$ cat src/rtl/mdio_fw_pkg.sv
package mdio_fw_pkg;
  localparam int PRE_BITS = 32;
  localparam int FRM_BITS = 32;
  localparam int TOT_BITS = PRE_BITS + FRM_BITS;
  localparam int IDX_W    = $clog2(TOT_BITS);
  localparam int DAT_BITS = 16;
  // bit period index at which a read frame releases the line (frame bit 17)
  localparam int REL_IDX  = PRE_BITS + (FRM_BITS - DAT_BITS - 2);
  // first bit period whose rising edge carries returned data (frame bit 15)
  localparam int CAP_IDX  = PRE_BITS + (FRM_BITS - DAT_BITS);

  localparam logic [1:0] A_FRAME = 2'd0;
  localparam logic [1:0] A_DIV   = 2'd1;
  localparam logic [1:0] A_EVT   = 2'd2;

  function automatic logic fw_is_read(input logic [FRM_BITS-1:0] w);
    return w[29:28] == 2'b10;
  endfunction

  function automatic int fw_frame_cycles(input int div);
    return TOT_BITS * 2 * (div + 1);
  endfunction
endpackage

$ cat src/rtl/mdio_fw_clkgen.sv
module mdio_fw_clkgen #(
  parameter int DIV_W = 6
) (
  input  logic             clk,
  input  logic             rst_n,
  input  logic             run,
  input  logic [DIV_W-1:0] div,
  output logic             mdc,
  output logic             rise_evt,
  output logic             fall_evt
);
  logic [DIV_W-1:0] cnt;
  logic             half_end;

  assign half_end = run && (cnt == div);
  assign rise_evt = half_end && !mdc;
  assign fall_evt = half_end && mdc;

  always_ff @(posedge clk or negedge rst_n) begin
    if (!rst_n) begin
      cnt <= '0;
      mdc <= 1'b0;
    end else if (!run) begin
      cnt <= '0;
      mdc <= 1'b0;
    end else if (half_end) begin
      cnt <= '0;
      mdc <= ~mdc;
    end else begin
      cnt <= cnt + 1'b1;
    end
  end
endmodule

$ cat src/rtl/mdio_fw_shifter.sv
module mdio_fw_shifter
  import mdio_fw_pkg::*;
(
  input  logic                clk,
  input  logic                rst_n,
  input  logic                start,
  input  logic [FRM_BITS-1:0] frame,
  input  logic                rise_evt,
  input  logic                fall_evt,
  input  logic                mdio_i,
  output logic                busy,
  output logic                rd_frame,
  output logic [IDX_W-1:0]    bit_idx,
  output logic                mdio_o,
  output logic                mdio_oe,
  output logic [DAT_BITS-1:0] cap,
  output logic                fin_evt
);
  logic [FRM_BITS-1:0] frame_q;
  logic [4:0]          fpos;
  logic                in_pre;

  assign in_pre   = bit_idx < IDX_W'(PRE_BITS);
  assign fpos     = 5'(FRM_BITS - 1) - bit_idx[4:0];
  assign rd_frame = fw_is_read(frame_q);
  assign fin_evt  = fall_evt && (bit_idx == IDX_W'(TOT_BITS - 1));
  assign mdio_o   = busy && (in_pre ? 1'b1 : frame_q[fpos]);
  assign mdio_oe  = busy && !(rd_frame && bit_idx >= IDX_W'(REL_IDX));

  always_ff @(posedge clk or negedge rst_n) begin
    if (!rst_n) begin
      busy    <= 1'b0;
      bit_idx <= '0;
      frame_q <= '0;
      cap     <= '0;
    end else if (!busy) begin
      if (start) begin
        busy    <= 1'b1;
        bit_idx <= '0;
        frame_q <= frame;
      end
    end else begin
      if (rise_evt && rd_frame && bit_idx >= IDX_W'(CAP_IDX))
        cap <= {cap[DAT_BITS-2:0], mdio_i};
      if (fin_evt) begin
        busy    <= 1'b0;
        bit_idx <= '0;
      end else if (fall_evt) begin
        bit_idx <= bit_idx + 1'b1;
      end
    end
  end
endmodule

$ cat src/rtl/mdio_fw_master.sv
module mdio_fw_master
  import mdio_fw_pkg::*;
#(
  parameter int DIV_W = 6
) (
  input  logic        clk,
  input  logic        rst_n,
  input  logic        bus_we,
  input  logic [1:0]  bus_addr,
  input  logic [31:0] bus_wdata,
  output logic [31:0] bus_rdata,
  output logic        evt_o,
  output logic        mdc_o,
  output logic        mdio_o,
  output logic        mdio_oe,
  input  logic        mdio_i
);
  logic [FRM_BITS-1:0] data_reg;
  logic [DIV_W-1:0]    div_reg;
  logic [DIV_W-1:0]    div_act;
  logic                evt_q;
  logic                busy;
  logic                rd_frame;
  logic [IDX_W-1:0]    bit_idx;
  logic [DAT_BITS-1:0] cap;
  logic                fin_evt;
  logic                rise_evt;
  logic                fall_evt;
  logic                start_go;
  logic                evt_clr;

  assign start_go = bus_we && bus_addr == A_FRAME && !busy && div_reg != '0;
  assign evt_clr  = bus_we && bus_addr == A_EVT && bus_wdata[0];
  assign evt_o    = evt_q;

  always_ff @(posedge clk or negedge rst_n) begin
    if (!rst_n) begin
      data_reg <= '0;
      div_reg  <= '0;
      div_act  <= '0;
      evt_q    <= 1'b0;
    end else begin
      if (bus_we && bus_addr == A_DIV) div_reg <= bus_wdata[DIV_W-1:0];
      if (start_go) begin
        data_reg <= bus_wdata;
        div_act  <= div_reg;
      end else if (fin_evt && rd_frame) begin
        data_reg[DAT_BITS-1:0] <= cap;
      end
      if (fin_evt)      evt_q <= 1'b1;
      else if (evt_clr) evt_q <= 1'b0;
    end
  end

  always_comb begin
    case (bus_addr)
      A_FRAME: bus_rdata = data_reg;
      A_DIV:   bus_rdata = 32'(div_reg);
      A_EVT:   bus_rdata = {30'd0, busy, evt_q};
      default: bus_rdata = '0;
    endcase
  end

  mdio_fw_clkgen #(.DIV_W(DIV_W)) u_clk (
    .clk(clk), .rst_n(rst_n), .run(busy), .div(div_act),
    .mdc(mdc_o), .rise_evt(rise_evt), .fall_evt(fall_evt)
  );

  mdio_fw_shifter u_shf (
    .clk(clk), .rst_n(rst_n), .start(start_go), .frame(bus_wdata),
    .rise_evt(rise_evt), .fall_evt(fall_evt), .mdio_i(mdio_i),
    .busy(busy), .rd_frame(rd_frame), .bit_idx(bit_idx),
    .mdio_o(mdio_o), .mdio_oe(mdio_oe), .cap(cap), .fin_evt(fin_evt)
  );
endmodule

$ cat config.mk
export PLATFORM = sky130hd
export DESIGN_NAME = mdio_fw_master
export DESIGN_NICKNAME = d
export VERILOG_FILES = /design/src/rtl/mdio_fw_pkg.sv /design/src/rtl/mdio_fw_clkgen.sv /design/src/rtl/mdio_fw_shifter.sv /design/src/rtl/mdio_fw_master.sv
export SDC_FILE = /design/constraint.sdc
export NUM_CORES = 1
export LEC_CHECK = 0
export ABC_AREA = 1
export BUFFER_PORTS_ARGS = -buffer_cell sky130_fd_sc_hd__buf_2
export CORE_ASPECT_RATIO = 1.2
export CORE_MARGIN = 8
export CORE_UTILIZATION = 30
export CTS_CLUSTER_DIAMETER = 80
export CTS_CLUSTER_SIZE = 12
export DETAILED_ROUTE_END_ITERATION = 12
export PLACE_DENSITY = 0.52
export SKIP_CTS_REPAIR_TIMING = 1
export SYNTH_ARGS = -nofsm -noshare
export SYNTH_HDL_FRONTEND = slang
export SYNTH_SLANG_ARGS = --single-unit
$ cat constraint.sdc
create_clock -name clk -period 2 [get_ports clk]
set_input_delay 0.4 -clock clk [delete_from_list [all_inputs] [get_ports clk]]
set_output_delay 0.4 -clock clk [all_outputs]
set_load 0.01 [all_outputs]
Word-level counts from Yosys, hierarchy flattened

Cells that the tools add are included.

Bits in registers: 107
Word-level logic and storage cells: 73

$add $sub $neg: 3
Order comparisons: 4
Eq/ne operators: 7
Muxes and demuxes: 19
Bitwise operators: 2
Reductions and logical operators: 27

Operators by type and width:

| kind                | count |
|---|---|
| $pmux 32 s3         | 1 |
| $mux 6              | 6 |
| $mux 16             | 2 |
| $logic_and 1x1->1   | 16 |
| $add 6x1->6 const B | 2 |
| $ge 6x6->1 const B  | 2 |
| $mux 1              | 9 |
| $eq 6x6->1          | 1 |
| $eq 6x6->1 const B  | 1 |
| $lt 5x6->1 const B  | 1 |
| $lt 6x6->1 const B  | 1 |
| $reduce_and 2->1    | 3 |
| $reduce_bool 2->1   | 3 |
| $reduce_bool 6->1   | 1 |
| $bmux 1 s5          | 1 |
| $sub 5x5->5 const A | 1 |
| $eq 2x2->1 const B  | 2 |
| $logic_not 1->1     | 3 |
| $ne 3x2->1 const B  | 1 |
| $eq 2x1->1 const B  | 1 |
| $logic_not 2->1     | 1 |
| $ne 2x2->1 const B  | 1 |
| $not 1->1           | 2 |

Longest topological paths before layout

Gate-level depths: netlist (run 1).

Depth after elaboration: 7
Gate-level depth with buffers: 11

Modules after synthesis

From an unflattened synthesis (run 1), not the netlist that was laid out.

Cell total of the unflattened synthesis: 733
Area total of the unflattened synthesis: 5469.0 um^2

Modules (own cells, without submodules):

| module          | times used | cells each | area each (um^2) |
|---|---|---|---|
| mdio_fw_shifter | 1          | 331        | 2611.3 |
| mdio_fw_master  | 1          | 335        | 2406.1 |
| mdio_fw_clkgen  | 1          | 67         | 451.7 |

Worst setup path before layout (run 1)

OpenSTA, ideal clock, no wires.

Path kind: reg-to-output
Start point: register u_shf.bit_idx[0]
End point: output port mdio_o
Arrival: 1372 ps
Required time: 1600 ps
Path slack: 228 ps
Cell stages (with the launch flop): 10
Path buffers: 2
Path through: dfrtp_1 -> clkbuf_1 -> inv_1 -> clkbuf_1 -> nand2_1 -> o211ai_1 -> o211ai_1 -> nand4_1 -> nand2_1 -> nor2_1

Cells in the longest elaborated chain, start to end: 5
Elaborated cells on any way between the ends: 6

RTL lines:

| what                         | RTL line              | RTL |
|---|---|---|
| start: declaration           | mdio_fw_shifter.sv:13 | `output logic [IDX_W-1:0] bit_idx,` |
| start signal: assignment     | mdio_fw_shifter.sv:49 | `bit_idx <= bit_idx + 1'b1;` |
| $sub 5x5->5                  | mdio_fw_shifter.sv:24 | `assign fpos = 5'(FRM_BITS - 1) - bit_idx[4:0];` |
| $bmux 1 s5                   | mdio_fw_shifter.sv:27 | `assign mdio_o = busy && (in_pre ? 1'b1 : frame_q[fpos]);` |
| $mux 1 (not written as such) | mdio_fw_shifter.sv:27 |  |
| $mux 1 (*)                   | mdio_fw_shifter.sv:27 |  |
| $logic_and 1x1->1 (*)        | mdio_fw_shifter.sv:27 |  |
| end: declaration             | mdio_fw_master.sv:14  | `output logic mdio_o,` |

Every way passes the cells marked *; elsewhere a longest branch is shown, timed or not. The select of a mux whose other input is x is not followed.

Final worst setup path (run 1)

Ends and elaborated chain as after synthesis.

==> summary.txt, run 1 <==
Timing
  • Final setup violation count: 1
  • Minimum clock period: 2100 ps
  • Fin. Hold Viols: 11
  • Clock skew: 9.66 ps
  • Worst rel slew slack: 69.8%
  • Max-slew violations: 0
  • Worst hold slack: -5.85 ps
  • Unrepaired setup endpoints after global routing: true
  • Slack of the critical path: -101 ps
  • Final period utilization: 105%
  • Maximum clock rate: 476 MHz
  • Measured slew at the worst slew-check pin: 453 ps

Die
  • Initial Util: 30.3%
  • Number of placement rows: 52
  • Die area: 21,300 µm²
  • Core box area: 16,700 µm²
  • DIE HEIGHT: 158 µm
  • I/O pins: 74
  • Die X: 135 µm

Logic synthesis
  • Async SR Flop Fraction: 100%
  • Most frequent cell after synthesis: nand2_1
  • Mapped Avg Cell Area: 7.97 µm²
  • Area share of the largest cell type after synthesis: 52.9%
  • Mapped Area: 5060 µm²
  • Combinational family with the most area after synthesis: simple AND/OR/NAND/NOR gates
  • EDFF count, synth: 0
  • Synth Register Bits: 107
  • Synth Instances: 635
  • Synth Area in Simple Gates: 23.4%
  • XOR/XNOR share of the synthesized area: 0.865%
  • Adder-cell area share of the yosys netlist: 0.495%
  • Most area-hungry cell type in the Yosys netlist: dfrtp_1
  • Ys flop type: dfrtp_1
  • Top post-synthesis cells by count: nand2_1 (182), dfrtp_1 (107), inv_1 (91), o21ai_0 (68), nor2_1 (50)
  • Yosys cell types: 31
  • Syn nets: 675
  • Top post-synthesis cells by area: dfrtp_1 (53%), nand2_1 (14%), inv_1 (6.8%), o21ai_0 (6.7%), nor2_1 (3.7%)
  • Synth Area in Compound Gates: 12.4%
  • Yosys warnings: 0
  • Mux cell area share after synthesis: 0%
  • Sequential area share after synthesis: 52.9%

Power
  • Sw Share: 23.9%
  • Clock Power Share: 43.2%
  • Total net switching power: 1020 µW
  • Power per cell area: 706 nW/µm²
  • Gate power share: 5.6%
  • Sequential share of power: 51.2%
  • Power Internal: 3260 µW
  • Max VDD drop: 0.456 mV
  • Lkg Pwr: 0.00319 µW

Placed design
  • Port buffer count: 73
  • GP Congestion: 0.812
  • Hpwl dp: 9.50 mm
  • Area after DPL: 5740 µm²

Setup path
  • CP endpoint kind: output pin
  • Worst Path Required: 1600 ps
  • Slowest cell on the critical path: dfrtp_2
  • Crit path largest cell delay: 460 ps
  • Crit. Startpoint: u_shf.bit_idx[0]
  • Critical path peak fanout: 8
  • CP arrival: 1700 ps
  • CP Class: reg -> out
  • Cell chain of the critical path: buf_6 -> a21oi_1 -> o21ai_1 -> nand3_1 -> nand3_1 -> nand4_1 -> nand2_1 -> nor2_2 -> buf_2
  • Startpoint types: flip-flop
  • CP most frequent cell: nand3_1
  • Reg2Reg Launch Point: u_shf.bit_idx[0]

GRT
  • Congestion Overflow GR: 0
  • Global-route wire length before repair: 21.4 mm
  • Largest net degree at the start of global routing: 64
  • All-Layer GR Usage: 12.7%
  • Initial antenna violation count: 0
  • Vias in the first global route: 4,181

Drt
  • DRC Markers: 0
  • Antenna Violating Nets Remaining: 0
  • DRT Wirelength: 13.0 mm
  • Wirelength per Cell: 14.0 µm
  • Via count: 4,153
  • Post-detailed-route via-to-cell ratio: 4.47
  • Drt first pass iters: 4
  • Initial DRC Count: 201

Layout
  • Fill cell count: 1,743
  • Layout cells sized above 1: 18.6%
  • Final Cell Area: 6070 µm²
  • Ant diodes: 0
  • Final Net Count: 749
  • Syn-to-layout area delta: 19.9%

Worst hold path
  • Hold Crit Class: in -> async

CTS
  • Clock sink total: 107
  • CTS tree: done
  • CTS root buf: clkbuf_16
  • H-Tree Depth: 3
  • Clk pin slew, worst setup/hold paths: 70 ps
  • Clock latency on the worst-skew pair: 350 ps
  • CTS Buf Count: 9
  • Clk buf depth: 2

Status
  • Status: finished, violations left
  • Failing checks: negative hold slack, negative setup slack

Run
  • Max Cap Violations: 0
## through the flow
step           total power [µW]  cells  utilization, %  TNS, ps  worst slack (ps)
6_report                   4280    930            36.3     -101              -101
5_1_grt                    4450    930            36.3     -262              -262
4_1_cts                    4340    930            36.2     -220              -220
3_5_place_dp               2480    914            34.3        0               166
3_3_place_gp               2480    914            34.3        0               160
2_1_floorplan              2320    635               -        0               228
## power groups by stage
stage / clock network (µW) / logic [µW] / registers [µW]
floorplan: 0 / 83.3 / 2230
global placement: 0 / 251 / 2230
detailed placement: 0 / 249 / 2230
CTS: 1900 / 250 / 2190
global route: 1980 / 273 / 2190
finish: 1850 / 240 / 2190
## path summary, 6_finish.rpt
check / to / slack [ps] / depth (start not counted)
max in group asynchronous: u_shf.bit_idx[0] / 1430 / 2
min in group clk: u_shf.frame_q[31] / 260 / 3
setup reg to reg: data_reg[13] / 300 / 7
hold reg to reg: u_shf.cap[3] / 480 / 2
hold / removal: data_reg[10] / -6 / 1
setup / recovery: mdio_o / -100 / 9
## layer usage
layer  vias up  GRT usage, %  part of all wire, %
li1       2130             -                    -
met4         0          4.66                  1.4
met2        54          21.5                   49
met5         -             0                    0
met3        11          2.37                  3.2
met1      1958          15.9                   46
## area by class of cell
class                   instances  area (µm²)  share of cell area, %
flip-flops and latches        107        2680                   44.2
multi-input cells             404        1890                   31.1
repair buffers                 91         561                   9.24
inverters                      96         360                   5.94
well taps                     216         270                   4.46
clock buffers                   9         225                   3.71
clock inverters                 7        83.8                   1.38
## worst max-delay path, delay by kind of cell (launching register included)
kind,cells,cell delay (ps)
simple gates,5,410
buf+inv,2,290
flops,1,460
compound gates,2,200
## layout by cell type, fill, tap and decap left out, types with 3 or more instances in the layout
| cell | Yosys | final |
|---|---|---|
| a21oi_1 | 16 | 15 |
| o21ai_1 | 17 | 19 |
| nand2_1 | 182 | 182 |
| dfrtp_1 | 107 | 106 |
| o21ai_0 | 68 | 66 |
| inv_1 | 91 | 90 |
| nor2_1 | 50 | 49 |
| xor2_1 | 5 | 5 |
| inv_2 | 5 | 6 |
| nand4_1 | 6 | 6 |
| nor2_2 | 2 | 3 |
| clkbuf_16 | 0 | 9 |
| o21ai_2 | 6 | 6 |
| buf_4 | 3 | 13 |
| buf_2 | 14 | 72 |
| buf_12 | 0 | 4 |
| nand3_1 | 27 | 27 |
| o211ai_1 | 6 | 6 |
| nor3_1 | 3 | 3 |
## logic make-up (layout without fill, tap and decap cells)
kind of cell | Yosys count | after routing
simple gates | 281 | 281
compound gates | 116 | 116
buf+inv | 124 | 203
flops | 107 | 107
fa+ha+maj | 2 | 2
xor+xnor | 5 | 5
No activity file was read; power rests on OpenSTA's default activity.
==> inputs of run 2 (changes only) <==
--- a/config.mk
+++ b/config.mk
@@ -14,6 +14,7 @@
 export CTS_CLUSTER_SIZE = 12
 export DETAILED_ROUTE_END_ITERATION = 12
 export PLACE_DENSITY = 0.52
+export RECOVER_POWER = 100
 export SKIP_CTS_REPAIR_TIMING = 1
 export SYNTH_ARGS = -nofsm -noshare
 export SYNTH_HDL_FRONTEND = slang
==> summary.txt, run 2 (synthesis gave the netlist of run 1 again) <==
Status
  • Status: finished, violations left
  • Failing checks: negative setup slack

Setup path
  • Crit path largest cell delay: 460 ps
  • Reg2Reg Launch Point: u_shf.busy
  • Slowest cell on the critical path: dfrtp_2
  • CP arrival: 1700 ps
  • Critical path peak fanout: 8
  • R2r worst-path depth: 8
  • Worst Path Required: 1600 ps
  • Flop-to-flop setup slack: 200 ps
  • CP most frequent cell: nand3_1
  • Startpoint types: flip-flop
  • R2r endpoint: data_reg[10]
  • Crit. Startpoint: u_shf.bit_idx[0]
  • Cell chain of the critical path: buf_6 -> a21oi_1 -> o21ai_1 -> nand3_1 -> nand3_1 -> nand4_1 -> nand2_1 -> nor2_2 -> buf_2
  • CP Class: reg -> out
  • CP endpoint kind: output pin

Drt
  • Wirelength per Cell: 14.0 µm
  • Via count: 4,133
  • DRC Markers: 0
  • Post-detailed-route via-to-cell ratio: 4.44
  • DRT Wirelength: 13.0 mm
  • Initial DRC Count: 207
  • Antenna Violating Nets Remaining: 0
  • Drt first pass iters: 4

Placed design
  • Port buffer count: 73
  • GP Congestion: 0.812
  • Hpwl dp: 9.50 mm
  • Placed Instances: 914

CTS
  • Clk pin slew, worst setup/hold paths: 70 ps
  • Clk buf depth: 2
  • CTS tree: done
  • CTS root buf: clkbuf_16
  • CTS Buf Count: 9
  • Clock sink total: 107
  • Clock latency on the worst-skew pair: 350 ps
  • H-Tree Depth: 3

GRT
  • Global-route wire length before repair: 21.4 mm
  • Largest net degree at the start of global routing: 64
  • Initial antenna violation count: 0
  • Congestion Overflow GR: 0
  • Vias in the first global route: 4,181
  • All-Layer GR Usage: 12.7%

Power
  • Post-route total power: 4270 µW
  • Lkg Pwr: 0.00314 µW
  • Max VDD drop: 0.456 mV
  • Power per cell area: 714 nW/µm²

Layout
  • Most frequent cells in the layout: nand2_1 (183), dfrtp_1 (106), inv_1 (91), o21ai_0 (71), buf_2 (65)
  • Layout cells sized above 1: 16.4%
  • Syn-to-layout area delta: 18.1%
  • Final core occ: 35.7%
  • Final Net Count: 749
  • Commonest non-fill, non-tap cell in the layout: nand2_1
  • Layout Cells excl Fill: 930
  • Ant diodes: 0

Worst hold path
  • Hold Crit Class: in -> async

Timing
  • Minimum clock period: 2100 ps
  • Measured slew at the worst slew-check pin: 1000 ps
  • Final setup violation count: 1
  • Maximum clock rate: 475 MHz
  • Fin. Hold Viols: 0
  • Clock skew: 10.5 ps
  • Slack of the critical path: -103 ps
  • Worst rel slew slack: 33.2%
  • Setup TNS: -103 ps
  • Max-slew violations: 0
  • Final period utilization: 105%
  • Unrepaired setup endpoints after global routing: true

Die
  • I/O pins: 74
  • Number of placement rows: 52
  • DIE HEIGHT: 158 µm
  • Initial Util: 30.3%
  • Die X: 135 µm
  • Core box area: 16,700 µm²
  • Die area: 21,300 µm²

Run
  • Max Cap Violations: 0
-- run 2: changes by cell type in the layout (fill, tap and decap cells not counted), sizes merged --
cell / change
clkbuf: +14
buf: -14
-- run 2: worst max-delay path by stage --
stage / slack (ps) / to / cells past startpoint
2_1_floorplan: 230 / mdio_o / 9
3_3_place_gp: 160 / mdio_o / 8
3_5_place_dp: 170 / mdio_o / 8
4_1_cts: -220 / mdio_o / 8
5_1_grt: -260 / mdio_o / 9
6_report: -100 / mdio_o / 9
-- run 2: through the flow --
step / hold WS, ps / area, µm² / worst slack (ps)
2_1_floorplan: 104 / 5060 / 228
3_3_place_gp: 387 / 5740 / 160
3_5_place_dp: 385 / 5740 / 166
4_1_cts: 5.09 / 6050 / -220
5_1_grt: 179 / 5970 / -262
6_report: 127 / 5970 / -103
-- run 2: cell type report --
cell class	instances	area, µm²
inverter	96	360
multi-input combinational	404	1860
tap	216	270
fill	1763	10700
sequential	107	2680
clock inverter	7	83.8
timing repair buffer	91	497
clock buffer	9	225
-- run 2: power breakdown --
part           total [µW]  leakage (µW)  switching, µW  internal (µW)
logic                 227       0.00180            154           72.6
registers            2190       0.00119           9.30           2180
clock network        1850      0.000149            853            994
total                4270       0.00314           1020           3250
-- run 2: critical path, delay by kind of cell, from the launching register on --
kind | cells | cell delay [ps]
DFF | 1 | 460
and+or+nand+nor | 5 | 410
buffers and inverters | 2 | 290
AOI/OAI and AO/OA | 2 | 200
-- run 2: layer usage --
metal  track usage [%]  up-vias  wire, µm
li1                  -     2131         -
met1              15.9     1937      5890
met2              21.5       54      6500
met3              2.37       11       423
met4              4.66        0       178
met5                 0        -         0
==> inputs of run 3 (changes only) <==
--- a/config.mk
+++ b/config.mk
@@ -7,13 +7,14 @@
 export LEC_CHECK = 0
 export ABC_AREA = 1
 export BUFFER_PORTS_ARGS = -buffer_cell sky130_fd_sc_hd__buf_2
-export CORE_ASPECT_RATIO = 1.2
+export CELL_PAD_IN_SITES_DETAIL_PLACEMENT = 1
+export CELL_PAD_IN_SITES_GLOBAL_PLACEMENT = 2
 export CORE_MARGIN = 8
 export CORE_UTILIZATION = 30
 export CTS_CLUSTER_DIAMETER = 80
 export CTS_CLUSTER_SIZE = 12
 export DETAILED_ROUTE_END_ITERATION = 12
-export PLACE_DENSITY = 0.52
+export PLACE_DENSITY = 0.8
 export RECOVER_POWER = 100
 export SKIP_CTS_REPAIR_TIMING = 1
 export SYNTH_ARGS = -nofsm -noshare
==> constraint.sdc (replaced) <==
create_clock -name clk -period 1.75 [get_ports clk]
set_input_delay 0.35 -clock clk [delete_from_list [all_inputs] [get_ports clk]]
set_output_delay 0.35 -clock clk [all_outputs]
set_load 0.01 [all_outputs]
==> summary.txt, run 3 (synthesis gave the netlist of run 1 again) <==
Status
  • Status: finished, violations left
  • Failing checks: negative setup slack

Timing
  • Fin. Hold Viols: 0
  • Maximum clock rate: 453 MHz
  • Worst hold slack: 217 ps
  • Clock skew: 13.3 ps
  • Final period utilization: 126%
  • Unrepaired setup endpoints after global routing: true
  • Max-slew violations: 0
  • Measured slew at the worst slew-check pin: 559 ps
  • Slack of the critical path: -457 ps
  • Final setup violation count: 45
  • Worst rel slew slack: 62.7%
  • Minimum clock period: 2210 ps

Die
  • Core box area: 16,500 µm²
  • I/O pins: 74
  • Initial Util: 30.6%
  • Number of placement rows: 47
  • DIE HEIGHT: 146 µm
  • Die area: 21,300 µm²
  • Die X: 146 µm

Drt
  • Antenna Violating Nets Remaining: 0
  • Initial DRC Count: 203
  • DRC Markers: 0
  • Drt first pass iters: 4
  • Wirelength per Cell: 15.6 µm
  • Via count: 4,352
  • Post-detailed-route via-to-cell ratio: 4.59
  • DRT Wirelength: 14.8 mm

CTS
  • Clock sink total: 107
  • Clk pin slew, worst setup/hold paths: 80 ps
  • H-Tree Depth: 3
  • Clock latency on the worst-skew pair: 360 ps
  • Clk buf depth: 2
  • CTS Buf Count: 9
  • CTS root buf: clkbuf_16
  • CTS tree: done

Layout
  • Most frequent cells in the layout: nand2_1 (181), dfrtp_1 (104), inv_1 (88), o21ai_0 (62), nor2_1 (49)
  • Ant diodes: 0
  • Layout cells sized above 1: 17.3%
  • Final core occ: 37.0%
  • Commonest non-fill, non-tap cell in the layout: nand2_1
  • Syn-to-layout area delta: 20.7%
  • Final Net Count: 765

GRT
  • Congestion Overflow GR: 0
  • Largest net degree at the start of global routing: 46
  • Initial antenna violation count: 0
  • All-Layer GR Usage: 14.2%
  • Vias in the first global route: 4,717
  • Global-route wire length before repair: 24.4 mm

Power
  • Post-route total power: 4710 µW
  • Lkg Pwr: 0.00315 µW
  • Power per cell area: 771 nW/µm²
  • Max VDD drop: 0.453 mV

Setup path
  • Cell chain of the critical path: clkinvlp_4 -> buf_6 -> o21ai_1 -> nand2_1 -> nand2_1 -> nand4_1 -> nor2_1 -> nor2_2 -> buf_2
  • Startpoint types: flip-flop
  • Critical path peak fanout: 7
  • CP most frequent cell: nand2_1
  • Crit path largest cell delay: 420 ps
  • CP arrival: 1860 ps
  • Slowest cell on the critical path: dfrtp_2
  • Worst Path Required: 1400 ps
  • CP Class: reg -> out
  • CP endpoint kind: output pin

Run
  • Max Cap Violations: 0

Placed design
  • Hpwl dp: 10.7 mm
  • GP Congestion: 0.814
  • Port buffer count: 73

Worst hold path
  • Hold Crit Class: in -> reg
==> run 3: report_power, final <==
part	switching (µW)	total, µW	internal (µW)
clock network	963	1930	970
logic	187	273	86.0
registers	11.2	2500	2490
total	1160	4710	3550
==> run 3: worst max-delay path: cells and delay by family (launching register included) <==
family	cells	cell delay (ps)
AOI/OAI and AO/OA	1	130
buffers and inverters	3	500
DFF	1	420
and+or+nand+nor	5	450
==> run 3: path summary, 6_finish.rpt <==
| kind | startpoint | end | slack (ps) | cells past startpoint |
|---|---|---|---|---|
| min in group asynchronous | rst_n | u_shf.bit_idx[1] | 510 | 2 |
| max in group asynchronous | rst_n | u_shf.bit_idx[2] | 200 | 3 |
| worst max-delay path | u_shf.bit_idx[0] | mdio_o | -460 | 9 |
| worst max register to register | u_shf.busy | data_reg[12] | -210 | 8 |
| worst min-delay path | bus_wdata[24] | u_shf.frame_q[24] | 220 | 3 |
| worst min register to register | u_shf.frame_q[19] | u_shf.frame_q[19] | 480 | 2 |
==> run 3: area by class of cell <==
class	instances	area, µm²
clock buffers	10	229
clock inverters	5	38.8
fillers	2025	10400
inverters	96	364
multi-input cells	404	1890
flip-flops and latches	107	2680
well taps	220	275
repair buffers	107	633
==> run 3: routing by layer <==
metal,vias up,track usage (%),part of all wire [%]
met5,-,0,0
met4,0,4.22,1.2
met3,14,3.26,2.8
met2,48,23.3,49
met1,2128,18.3,47
li1,2162,-,-
==> run 3: through the flow <==
stage / instance area (µm²) / TNS [ps] / setup slack, ps / instances
finish: 6110 / -5750 / -457 / 949
global route: 6110 / -14400 / -559 / 949
CTS: 6090 / -1030 / -438 / 940
detailed placement: 5820 / -815 / -57.7 / 925
global placement: 5820 / -17.2 / -12.4 / 925
floorplan: 5060 / 0 / 27.5 / 635
